### src/rtl/dr_pkg.sv
package dr_pkg;

    parameter int DR_SLOTS   = 8;
    parameter int DR_TAG_W   = 8;
    parameter int DR_ADDR_W  = 24;
    parameter int DR_TAG_LSB = 16;
    parameter int DR_CODE_W  = 5;
    parameter int DR_KIND_W  = 3;

    localparam logic [DR_CODE_W-1:0] DR_REPLY_CODE = '0;

    typedef enum logic [DR_KIND_W-1:0] {
        K_RD_LINE = 3'd0,
        K_RD_PART = 3'd1,
        K_IO_RD   = 3'd2,
        K_INTA    = 3'd3,
        K_MEM_WR  = 3'd4,
        K_IO_WR   = 3'd5,
        K_INVAL   = 3'd6,
        K_RSVD    = 3'd7
    } orig_kind_e;

    typedef struct packed {
        logic                valid;
        logic                done;
        logic                shared;
        logic                modified;
        orig_kind_e          kind;
        logic [DR_TAG_W-1:0] tag;
    } slot_t;

    typedef struct packed {
        logic                valid;
        logic [DR_TAG_W-1:0] tag;
        logic                hit;
        logic                hitm;
        logic                data;
    } rq_stage_t;

    typedef struct packed {
        logic valid;
        logic hit;
        logic hitm;
        logic data;
    } sr_stage_t;

    typedef struct packed {
        logic valid;
        logic data;
    } dp_stage_t;

    function automatic logic f_hit(orig_kind_e k, logic sh);
        return (k == K_RD_LINE) && sh;
    endfunction

    function automatic logic f_hitm(orig_kind_e k, logic md);
        return (k == K_INVAL) && md;
    endfunction

    function automatic logic f_data(orig_kind_e k, logic md);
        case (k)
            K_RD_LINE, K_RD_PART, K_IO_RD, K_INTA: return 1'b1;
            K_INVAL:                               return md;
            default:                               return 1'b0;
        endcase
    endfunction

endpackage

### src/rtl/dr_table.sv
module dr_table
    import dr_pkg::*;
#(
    parameter int SLOTS = DR_SLOTS,
    localparam int IDX_W = $clog2(SLOTS)
) (
    input  logic                  clk,
    input  logic                  rst,
    input  logic                  cap_valid,
    input  logic [IDX_W-1:0]      cap_slot,
    input  logic [DR_TAG_W-1:0]   cap_tag,
    input  logic [DR_KIND_W-1:0]  cap_kind,
    input  logic [SLOTS-1:0]      done_vec,
    input  logic [SLOTS-1:0]      done_shared,
    input  logic [SLOTS-1:0]      done_modified,
    input  logic                  free_valid,
    input  logic [IDX_W-1:0]      free_slot,
    output slot_t [SLOTS-1:0]     slots
);

    for (genvar i = 0; i < SLOTS; i++) begin : g_slot
        logic cap_here;
        logic free_here;
        logic done_here;

        assign cap_here  = cap_valid && (cap_slot == IDX_W'(i));
        assign free_here = free_valid && (free_slot == IDX_W'(i));
        assign done_here = done_vec[i] && slots[i].valid && !slots[i].done;

        always_ff @(posedge clk) begin
            if (rst) begin
                slots[i] <= '0;
            end else if (cap_here) begin
                slots[i].valid    <= 1'b1;
                slots[i].done     <= 1'b0;
                slots[i].shared   <= 1'b0;
                slots[i].modified <= 1'b0;
                slots[i].kind     <= orig_kind_e'(cap_kind);
                slots[i].tag      <= cap_tag;
            end else if (free_here) begin
                slots[i].valid <= 1'b0;
                slots[i].done  <= 1'b0;
            end else if (done_here) begin
                slots[i].done     <= 1'b1;
                slots[i].shared   <= done_shared[i];
                slots[i].modified <= done_modified[i];
            end
        end
    end

endmodule

### src/rtl/dr_pick.sv
module dr_pick
    import dr_pkg::*;
#(
    parameter int SLOTS = DR_SLOTS,
    localparam int IDX_W = $clog2(SLOTS)
) (
    input  slot_t [SLOTS-1:0] slots,
    output logic              grant_valid,
    output logic [IDX_W-1:0]  grant_idx
);

    logic [SLOTS-1:0] ready;

    for (genvar i = 0; i < SLOTS; i++) begin : g_ready
        assign ready[i] = slots[i].valid && slots[i].done;
    end

    always_comb begin
        grant_valid = 1'b0;
        grant_idx   = '0;
        for (int i = SLOTS - 1; i >= 0; i--) begin
            if (ready[i]) begin
                grant_valid = 1'b1;
                grant_idx   = IDX_W'(i);
            end
        end
    end

endmodule

### src/rtl/dr_phase_pipe.sv
module dr_phase_pipe
    import dr_pkg::*;
(
    input  logic                  clk,
    input  logic                  rst,
    input  logic                  g_valid,
    input  orig_kind_e            g_kind,
    input  logic [DR_TAG_W-1:0]   g_tag,
    input  logic                  g_shared,
    input  logic                  g_modified,
    output logic                  rq_strobe,
    output logic [DR_CODE_W-1:0]  rq_code,
    output logic [DR_ADDR_W-1:0]  rq_addr,
    output logic                  rq_defer_en,
    output logic                  sr_valid,
    output logic                  sr_hit,
    output logic                  sr_hitm,
    output logic                  dp_valid,
    output logic                  dp_data
);

    rq_stage_t rq_q;
    sr_stage_t sr_q;
    dp_stage_t dp_q;

    always_ff @(posedge clk) begin
        if (rst) begin
            rq_q <= '0;
            sr_q <= '0;
            dp_q <= '0;
        end else begin
            rq_q.valid <= g_valid;
            rq_q.tag   <= g_valid ? g_tag : '0;
            rq_q.hit   <= g_valid && f_hit(g_kind, g_shared);
            rq_q.hitm  <= g_valid && f_hitm(g_kind, g_modified);
            rq_q.data  <= g_valid && f_data(g_kind, g_modified);
            sr_q.valid <= rq_q.valid;
            sr_q.hit   <= rq_q.hit;
            sr_q.hitm  <= rq_q.hitm;
            sr_q.data  <= rq_q.data;
            dp_q.valid <= sr_q.valid;
            dp_q.data  <= sr_q.data;
        end
    end

    assign rq_strobe   = rq_q.valid;
    assign rq_code     = DR_REPLY_CODE;
    assign rq_addr     = DR_ADDR_W'(rq_q.tag) << DR_TAG_LSB;
    assign rq_defer_en = 1'b0;
    assign sr_valid    = sr_q.valid;
    assign sr_hit      = sr_q.hit;
    assign sr_hitm     = sr_q.hitm;
    assign dp_valid    = dp_q.valid;
    assign dp_data     = dp_q.data;

endmodule

### src/rtl/defer_reply_seq.sv
module defer_reply_seq
    import dr_pkg::*;
#(
    parameter int SLOTS = DR_SLOTS,
    localparam int IDX_W = $clog2(SLOTS)
) (
    input  logic                  clk,
    input  logic                  rst,
    input  logic                  cap_valid,
    input  logic [IDX_W-1:0]      cap_slot,
    input  logic [DR_TAG_W-1:0]   cap_tag,
    input  logic [DR_KIND_W-1:0]  cap_kind,
    input  logic [SLOTS-1:0]      done_vec,
    input  logic [SLOTS-1:0]      done_shared,
    input  logic [SLOTS-1:0]      done_modified,
    output logic                  rq_strobe,
    output logic [DR_CODE_W-1:0]  rq_code,
    output logic [DR_ADDR_W-1:0]  rq_addr,
    output logic                  rq_defer_en,
    output logic                  sr_valid,
    output logic                  sr_hit,
    output logic                  sr_hitm,
    output logic                  dp_valid,
    output logic                  dp_data
);

    slot_t [SLOTS-1:0] slots;
    logic              grant_valid;
    logic [IDX_W-1:0]  grant_idx;
    slot_t             granted;

    dr_table #(.SLOTS(SLOTS)) u_table (
        .clk           (clk),
        .rst           (rst),
        .cap_valid     (cap_valid),
        .cap_slot      (cap_slot),
        .cap_tag       (cap_tag),
        .cap_kind      (cap_kind),
        .done_vec      (done_vec),
        .done_shared   (done_shared),
        .done_modified (done_modified),
        .free_valid    (grant_valid),
        .free_slot     (grant_idx),
        .slots         (slots)
    );

    dr_pick #(.SLOTS(SLOTS)) u_pick (
        .slots       (slots),
        .grant_valid (grant_valid),
        .grant_idx   (grant_idx)
    );

    assign granted = slots[grant_idx];

    dr_phase_pipe u_pipe (
        .clk         (clk),
        .rst         (rst),
        .g_valid     (grant_valid),
        .g_kind      (granted.kind),
        .g_tag       (granted.tag),
        .g_shared    (granted.shared),
        .g_modified  (granted.modified),
        .rq_strobe   (rq_strobe),
        .rq_code     (rq_code),
        .rq_addr     (rq_addr),
        .rq_defer_en (rq_defer_en),
        .sr_valid    (sr_valid),
        .sr_hit      (sr_hit),
        .sr_hitm     (sr_hitm),
        .dp_valid    (dp_valid),
        .dp_data     (dp_data)
    );

endmodule

### config.mk
export PLATFORM = sky130hd
export DESIGN_NAME = defer_reply_seq
export DESIGN_NICKNAME = d
export VERILOG_FILES = /design/src/rtl/dr_pkg.sv /design/src/rtl/dr_table.sv /design/src/rtl/dr_pick.sv /design/src/rtl/dr_phase_pipe.sv /design/src/rtl/defer_reply_seq.sv
export SDC_FILE = /design/constraint.sdc
export NUM_CORES = 1
export LEC_CHECK = 0
export BUFFER_PORTS_ARGS = -buffer_cell sky130_fd_sc_hd__buf_2
export CAP_MARGIN = 20
export CORE_MARGIN = 8
export CORE_UTILIZATION = 35
export DETAILED_ROUTE_END_ITERATION = 10
export PLACE_DENSITY = 0.58
export SKIP_LAST_GASP = 1
export SLEW_MARGIN = 20
export SYNTH_ARGS = -nofsm -noshare
export SYNTH_HDL_FRONTEND = slang
export SYNTH_SLANG_ARGS = --single-unit
### constraint.sdc
create_clock -name clk -period 1.85 [get_ports clk]
set_input_delay 0.0925 -clock clk [delete_from_list [all_inputs] [get_ports clk]]
set_output_delay 0.0925 -clock clk [all_outputs]
set_load 0.02 [all_outputs]
* Yosys cells after proc, flatten, opt, wreduce, memory -nomap -nowiden
Index checks and enable logic that the tools add are counted.
** Storage, ports and cells
- Logic and storage cells :: 237
- Register bits :: 138
** Operators by class
- $lt $le $gt $ge :: 1
- Multiplexer cells :: 60
- Equality and inequality tests :: 18
- Reduce and logical (&&, ||, !) cells :: 90
- Bitwise logic cells :: 9
** Operator list (count)
- $mux 3 :: 16
- $bmux 15 s3 :: 1
- $logic_and 1x1->1 :: 45
- $mux 4 :: 8
- $eq 3x3->1 const B :: 9
- $mux 1 :: 25
- $reduce_or 3->1 :: 8
- $eq 3x2->1 const B :: 6
- $reduce_or 2->1 :: 9
- $mux 2 :: 8
- $reduce_and 2->1 :: 8
- $reduce_bool 2->1 :: 8
- $mux 13 :: 1
- $eq 3x1->1 const B :: 3
- $logic_not 3->1 :: 3
- $not 1->1 :: 9
- $logic_not 1->1 :: 8
- $lt 3x4->1 const B :: 1
- $reduce_or 4->1 :: 1
- $pmux 1 s2 :: 1

* Logic depth before layout (Yosys ltp)
- Depth in word-level cells :: 16
- Mapped depth :: 9
- Gate-level depth less buffers :: 7

* Hierarchy
A second synthesis with hierarchy kept.
** Unflattened totals
- Cells, all modules :: 702
- Area, all modules :: 6462.4 um2
** By module, submodules not included
- dr_table :: sequential area each 2402.3 um2, area an instance 4709.5 um2, times used 1, cells each 566
- defer_reply_seq :: sequential area each 0.0 um2, area an instance 873.3 um2, times used 1, cells each 46
- dr_phase_pipe :: sequential area each 360.3 um2, area an instance 754.5 um2, times used 1, cells each 71
- dr_pick :: sequential area each 0.0 um2, area an instance 125.1 um2, times used 1, cells each 19

* Least setup slack after synthesis
Ideal clock, no wire load.
- Path type :: register -> register
- From :: register, netlist name u_table.slots[104]
- To :: register u_pipe.rq_q[1] (netlist bit)
- Cell stages (with the launch flop) :: 9
- Setup time :: 73 ps
- Required time :: 1777 ps
- Path slack :: -57 ps
- Arrival time :: 1834 ps
- Period minus slack after synthesis :: 1907 ps
- Path buffers :: 1
- Cells stage by stage :: dfxtp_1 > and2_1 > o211ai_2 > a31o_1 > buf_6 > mux2i_1 > mux4_2 > nand4b_4 > nor3_2
** On the way
- Cells in the longest elaborated chain, start to end :: 13
** RTL lines
- $logic_and 1x1->1 (*) :: RTL line dr_pick.sv:15 : assign ready[i] = slots[i].valid && slots[i].done;
- $mux 3 (7 in series) :: RTL line dr_pick.sv:22 : if (ready[i]) begin
- $bmux 15 s3 :: RTL line defer_reply_seq.sv:53 : assign granted = slots[grant_idx];
- $mux 13 (implied by the code) :: RTL line defer_reply_seq.sv:53
- $eq 3x3->1 :: RTL line dr_pkg.sv:57 : return (k == K_INVAL) && md;
- $logic_and 1x1->1 :: RTL line dr_pkg.sv:57
- $logic_and 1x1->1 (*) :: RTL line dr_phase_pipe.sv:35 : rq_q.hitm <= g_valid && f_hitm(g_kind, g_modified);
- to (decl) :: RTL line dr_phase_pipe.sv:22 : rq_stage_t rq_q;
Every way passes the cells marked *; elsewhere a longest branch is shown, timed or not. The select of a mux whose other input is x is not followed.
A chain may end at the register's enable or synchronous reset.

* Worst setup path in the final report
- From :: register, netlist name u_table.slots[104]
- To :: register u_pipe.rq_q[0] (netlist bit)
** On the way
- Cells in the longest elaborated chain, start to end :: 15
** RTL lines
- $logic_and 1x1->1 (*) :: RTL line dr_pick.sv:15
- $mux 3 (7 in series) :: RTL line dr_pick.sv:22
- $bmux 15 s3 :: RTL line defer_reply_seq.sv:53
- $mux 13 (implied by the code) :: RTL line defer_reply_seq.sv:53
- $eq 3x1->1, or another cell as far along :: RTL line dr_pkg.sv:61 : case (k)
- $reduce_or 4->1 :: RTL line dr_pkg.sv:61
- $pmux 1 s2 :: RTL line dr_pkg.sv:61
- $mux 1 :: RTL line dr_phase_pipe.sv:27 : if (rst) begin
- $logic_and 1x1->1 (*) :: RTL line dr_phase_pipe.sv:36 : rq_q.data <= g_valid && f_data(g_kind, g_modified);
Marked as above.

==> impl_summary.md <==
Status
The run finished, with violations left. The final reports fail on negative setup slack.

Logic synthesis
In this run the cell area of the synthesized design comes to 6140 um^2. The count of flip-flops with a built-in enable after synthesis is 0. The flop and latch count out of synthesis is 138.

Dividing the synthesized area by the synthesized cell count gives 8.30 um^2. Yosys printed 0 warnings. For this run, asynchronously set or reset flops after synthesis account for 0%.

The share of the Yosys chip area taken by registers is 45.0%. Counting distinct cell types in the post-synthesis netlist gives 42. The post-synthesis cell count is 740. For this run, the leading register cell type out of synthesis is sky130_fd_sc_hd__dfxtp_1.

STA
For this run, the top clock speed supported by timing is 507 MHz. For the final database, setup skew stands at 0.00627 ns. The max-slew violation total from the final report is 0.

The max-slew headroom at the worst pin is 55.6%. The share of the clock period used by the worst path after layout is 107%. Adding up every negative setup slack in the final design gives -0.652 ns. The pin slew with the least headroom to its limit is 0.664 ns. The post-layout worst setup margin is -0.124 ns. Setup repair after global routing could not meet its margin everywhere. Setup violations remaining at the end of the flow were counted as 10. The smallest hold slack is 0.00710 ns. The final critical-path required period is 1.97 ns. The number of hold violations in the final report is 0.

Route
The residual antenna-violating net count after detailed routing is 0. For this block, the via count after detailed routing is 5392. The average via count per standard cell is 4.98. The iteration count of the initial detailed-routing pass is 5. After detailed routing, the average wire length per cell comes to 16.4 um. For this block, the initial DRC count from the detailed router was 441. For this block, the routed nets add up to 17800 um of wire. The DRC violation count after routing is 0.

Flow run
The number of max-cap violations is 0.

Cells and area
The library cells used most frequently in the layout, excluding fill and tap cells, are sky130_fd_sc_hd__nand2_1, sky130_fd_sc_hd__dfxtp_1, sky130_fd_sc_hd__a21oi_1. The area of all placed cells without fillers is 8070 um^2. Once layout is complete, the utilization of the core stands at 46.8%. Once layout is complete, the cells apart from fillers number 1083.

The number of antenna repair diodes is 0. The number of nets in the final layout is 886. After filler insertion, the fill cell instance count of the layout stands at 1628. The post-route netlist has 25.2% of its cells at a drive strength greater than 1. The most common cell after layout, fill and taps aside is sky130_fd_sc_hd__nand2_1. The area growth from synthesis to layout is 31.5%.

Clocking
TritonCTS built the clock tree. At the later pin of the worst-skew pair, clock insertion delay measures 0.41 ns. The clock passes through at most 2 buffers. Clock tree synthesis found a total of 138 sinks. The clock-pin slew on the worst setup and hold paths is 0.06 ns. TritonCTS created 17 clock buffers. The buffer type at the clock tree root is sky130_fd_sc_hd__clkbuf_16. The maximum level of the CTS H-tree is 4.

Worst setup path
The element type at the critical path start is a register. The delay of the slowest cell on the worst path is 0.51 ns. The data arrival time at the worst-slack endpoint is 2.32 ns. The slowest stage of the critical path belongs to the cell sky130_fd_sc_hd__mux4_2. The kind of cell adding the most delay to the critical path is multiplexers.

By startpoint and endpoint, the worst setup path is classified as register to register. The critical path goes through and2_4 -> o211ai_4 -> a31o_4 -> mux2i_1 -> mux4_2 -> nand4b_4 -> o2bb2ai_2. The maximum net fanout on the critical path is 7. The required time of the critical path is 2.20 ns. The buffer and inverter count on the worst path is 0.

The critical path endpoint category is a register.

Floorplanning
77 I/O pins were placed. The overall die height is 148 um. The floorplan row count is 48. The floorplan step defined a die boundary enclosing 22000 um^2. The initial standard-cell utilization of the core is 35.6%. The placeable core region is 17200 um^2.

The width of the die is 148 um.

Global route
Across every metal layer, demand over resource in global routing totals 16.1%. Entering global routing, the biggest net connects 88 pins. The via count of the first global-routing pass came to 5064. The wire length of the first global-routing pass is 27900 um. For this run the aggregate overflow at the end of global routing stands at 0. The number of antenna violations at the first check in global routing is 0.

Power
The power density over cell area is 946 nW/um^2. The reported leakage power is 3.23 nW. The worst supply voltage drop on vdd is 0.000628 V.

Place
The number of placed instances, taps included, is 1013. The placed wire-length estimate is 11700 um. In this run the cell area measured after placement is 6820 um^2. The routability-driven placement congestion ratio is 0.790.

The count of buffers from port buffering is 54.

Hold path
The type of the most critical hold path is primary input to register.
[path summary, 6_finish.rpt]
check,startpoint,to,slack [ns],cells after the start
worst max-delay path,u_table.slots[104],u_pipe.rq_q[0],-0.12,7
worst min-delay path,cap_tag[6],u_table.slots[96],0.007,3
worst max register to register,u_table.slots[104],u_pipe.rq_q[0],-0.12,7
worst min register to register,u_pipe.sr_q[0],u_pipe.dp_data,0.44,1
[worst register-to-register path, delay by kind of cell (launching register included)]
| kind | cells | cell delay (ns) |
|---|---|---|
| compound gates | 3 | 0.61 |
| mux | 2 | 0.64 |
| simple gates | 2 | 0.35 |
| flops | 1 | 0.31 |
[state kept, by name, indices dropped and copies added, names as in the netlist]
| register | count |
|---|---|
| u_pipe.dp_valid | 1 |
| u_pipe.rq_q | 3 |
| u_pipe.sr_hit | 1 |
| u_table.slots | 120 |
| u_pipe.sr_valid | 1 |
| u_pipe.sr_q | 1 |
| u_pipe.rq_addr | 8 |
| u_pipe.rq_strobe | 1 |
| u_pipe.dp_data | 1 |
| u_pipe.sr_hitm | 1 |
[cells in the mapped netlist, types with 2 or more instances]
| master | count | area share [%] |
|---|---|---|
| sky130_fd_sc_hd__nor4_1 | 2 | 0.20 |
| sky130_fd_sc_hd__nand3_1 | 8 | 0.65 |
| sky130_fd_sc_hd__dfxtp_1 | 138 | 45 |
| sky130_fd_sc_hd__o211ai_1 | 17 | 2.1 |
| sky130_fd_sc_hd__nand2b_1 | 5 | 0.51 |
| sky130_fd_sc_hd__nor3_1 | 19 | 1.5 |
| sky130_fd_sc_hd__a21oi_1 | 114 | 9.3 |
| sky130_fd_sc_hd__nand4_1 | 2 | 0.20 |
| sky130_fd_sc_hd__nor2_1 | 12 | 0.73 |
| sky130_fd_sc_hd__a22oi_1 | 3 | 0.37 |
| sky130_fd_sc_hd__a2111oi_0 | 4 | 0.57 |
| sky130_fd_sc_hd__nor2b_1 | 9 | 0.92 |
| sky130_fd_sc_hd__mux2_2 | 18 | 3.3 |
| sky130_fd_sc_hd__nand2_1 | 208 | 13 |
| sky130_fd_sc_hd__o21ai_0 | 3 | 0.24 |
| sky130_fd_sc_hd__mux2i_1 | 58 | 9.5 |
| sky130_fd_sc_hd__buf_4 | 32 | 3.9 |
| sky130_fd_sc_hd__clkbuf_2 | 12 | 0.98 |
| sky130_fd_sc_hd__clkbuf_1 | 37 | 2.3 |
| sky130_fd_sc_hd__o31ai_1 | 2 | 0.24 |
| sky130_fd_sc_hd__buf_2 | 6 | 0.49 |
| sky130_fd_sc_hd__and2_1 | 4 | 0.41 |
| sky130_fd_sc_hd__nand3b_1 | 8 | 0.98 |
[area by class of cell]
| type | count | area [um^2] | share of cell area, % |
|---|---|---|---|
| clock buffer | 22 | 484 | 6.00 |
| clock inverter | 10 | 235 | 2.91 |
| inverter | 1 | 3.75 | 0.0465 |
| multi-input combinational | 533 | 3110 | 38.5 |
| sequential | 138 | 2780 | 34.4 |
| tap | 225 | 282 | 3.49 |
| timing repair buffer | 154 | 1190 | 14.7 |
[stage by stage]
step                      setup slack [ns]  power (mW)
after CTS                          -0.0886        7.67
final                               -0.124        7.64
after detailed placement            -0.244        3.54
after global routing                -0.214        7.84
after floorplan                   -0.00169        3.42
after global placement              -0.205        3.54
[power by group]
part           internal (mW)  total, mW  switching [mW]
combinational          0.185      0.470           0.285
sequential              3.03       3.07          0.0365
clock                   2.82       4.10            1.29
total                   6.03       7.64            1.61
[layer usage]
layer	GRT usage (%)	part of all wire, %
met5	0	0
met4	4.28	0.97
met3	2.70	3.9
met2	26.7	49
met1	21.1	46
[kinds of logic after synthesis]
kind of cell / Yosys count / synth area share (%)
AO/OA/AOI/OAI: 151 / 14.0
buffers and inverters: 90 / 7.95
flip-flops: 138 / 45.0
multiplexers: 77 / 13.1
other: 1 / 0.0611
AND/OR/NAND/NOR: 283 / 19.9
[what timing repair did]
action	in CTS	in global routing
gates resized for setup	18	28
hold buffers	29	0
pin swaps	2	11
setup buffers	3	5
cloned	0	1
endpoints found under the hold margin	56	0
endpoints found under the setup margin	17	20
Note: power is estimated with default switching activity, not from simulation.
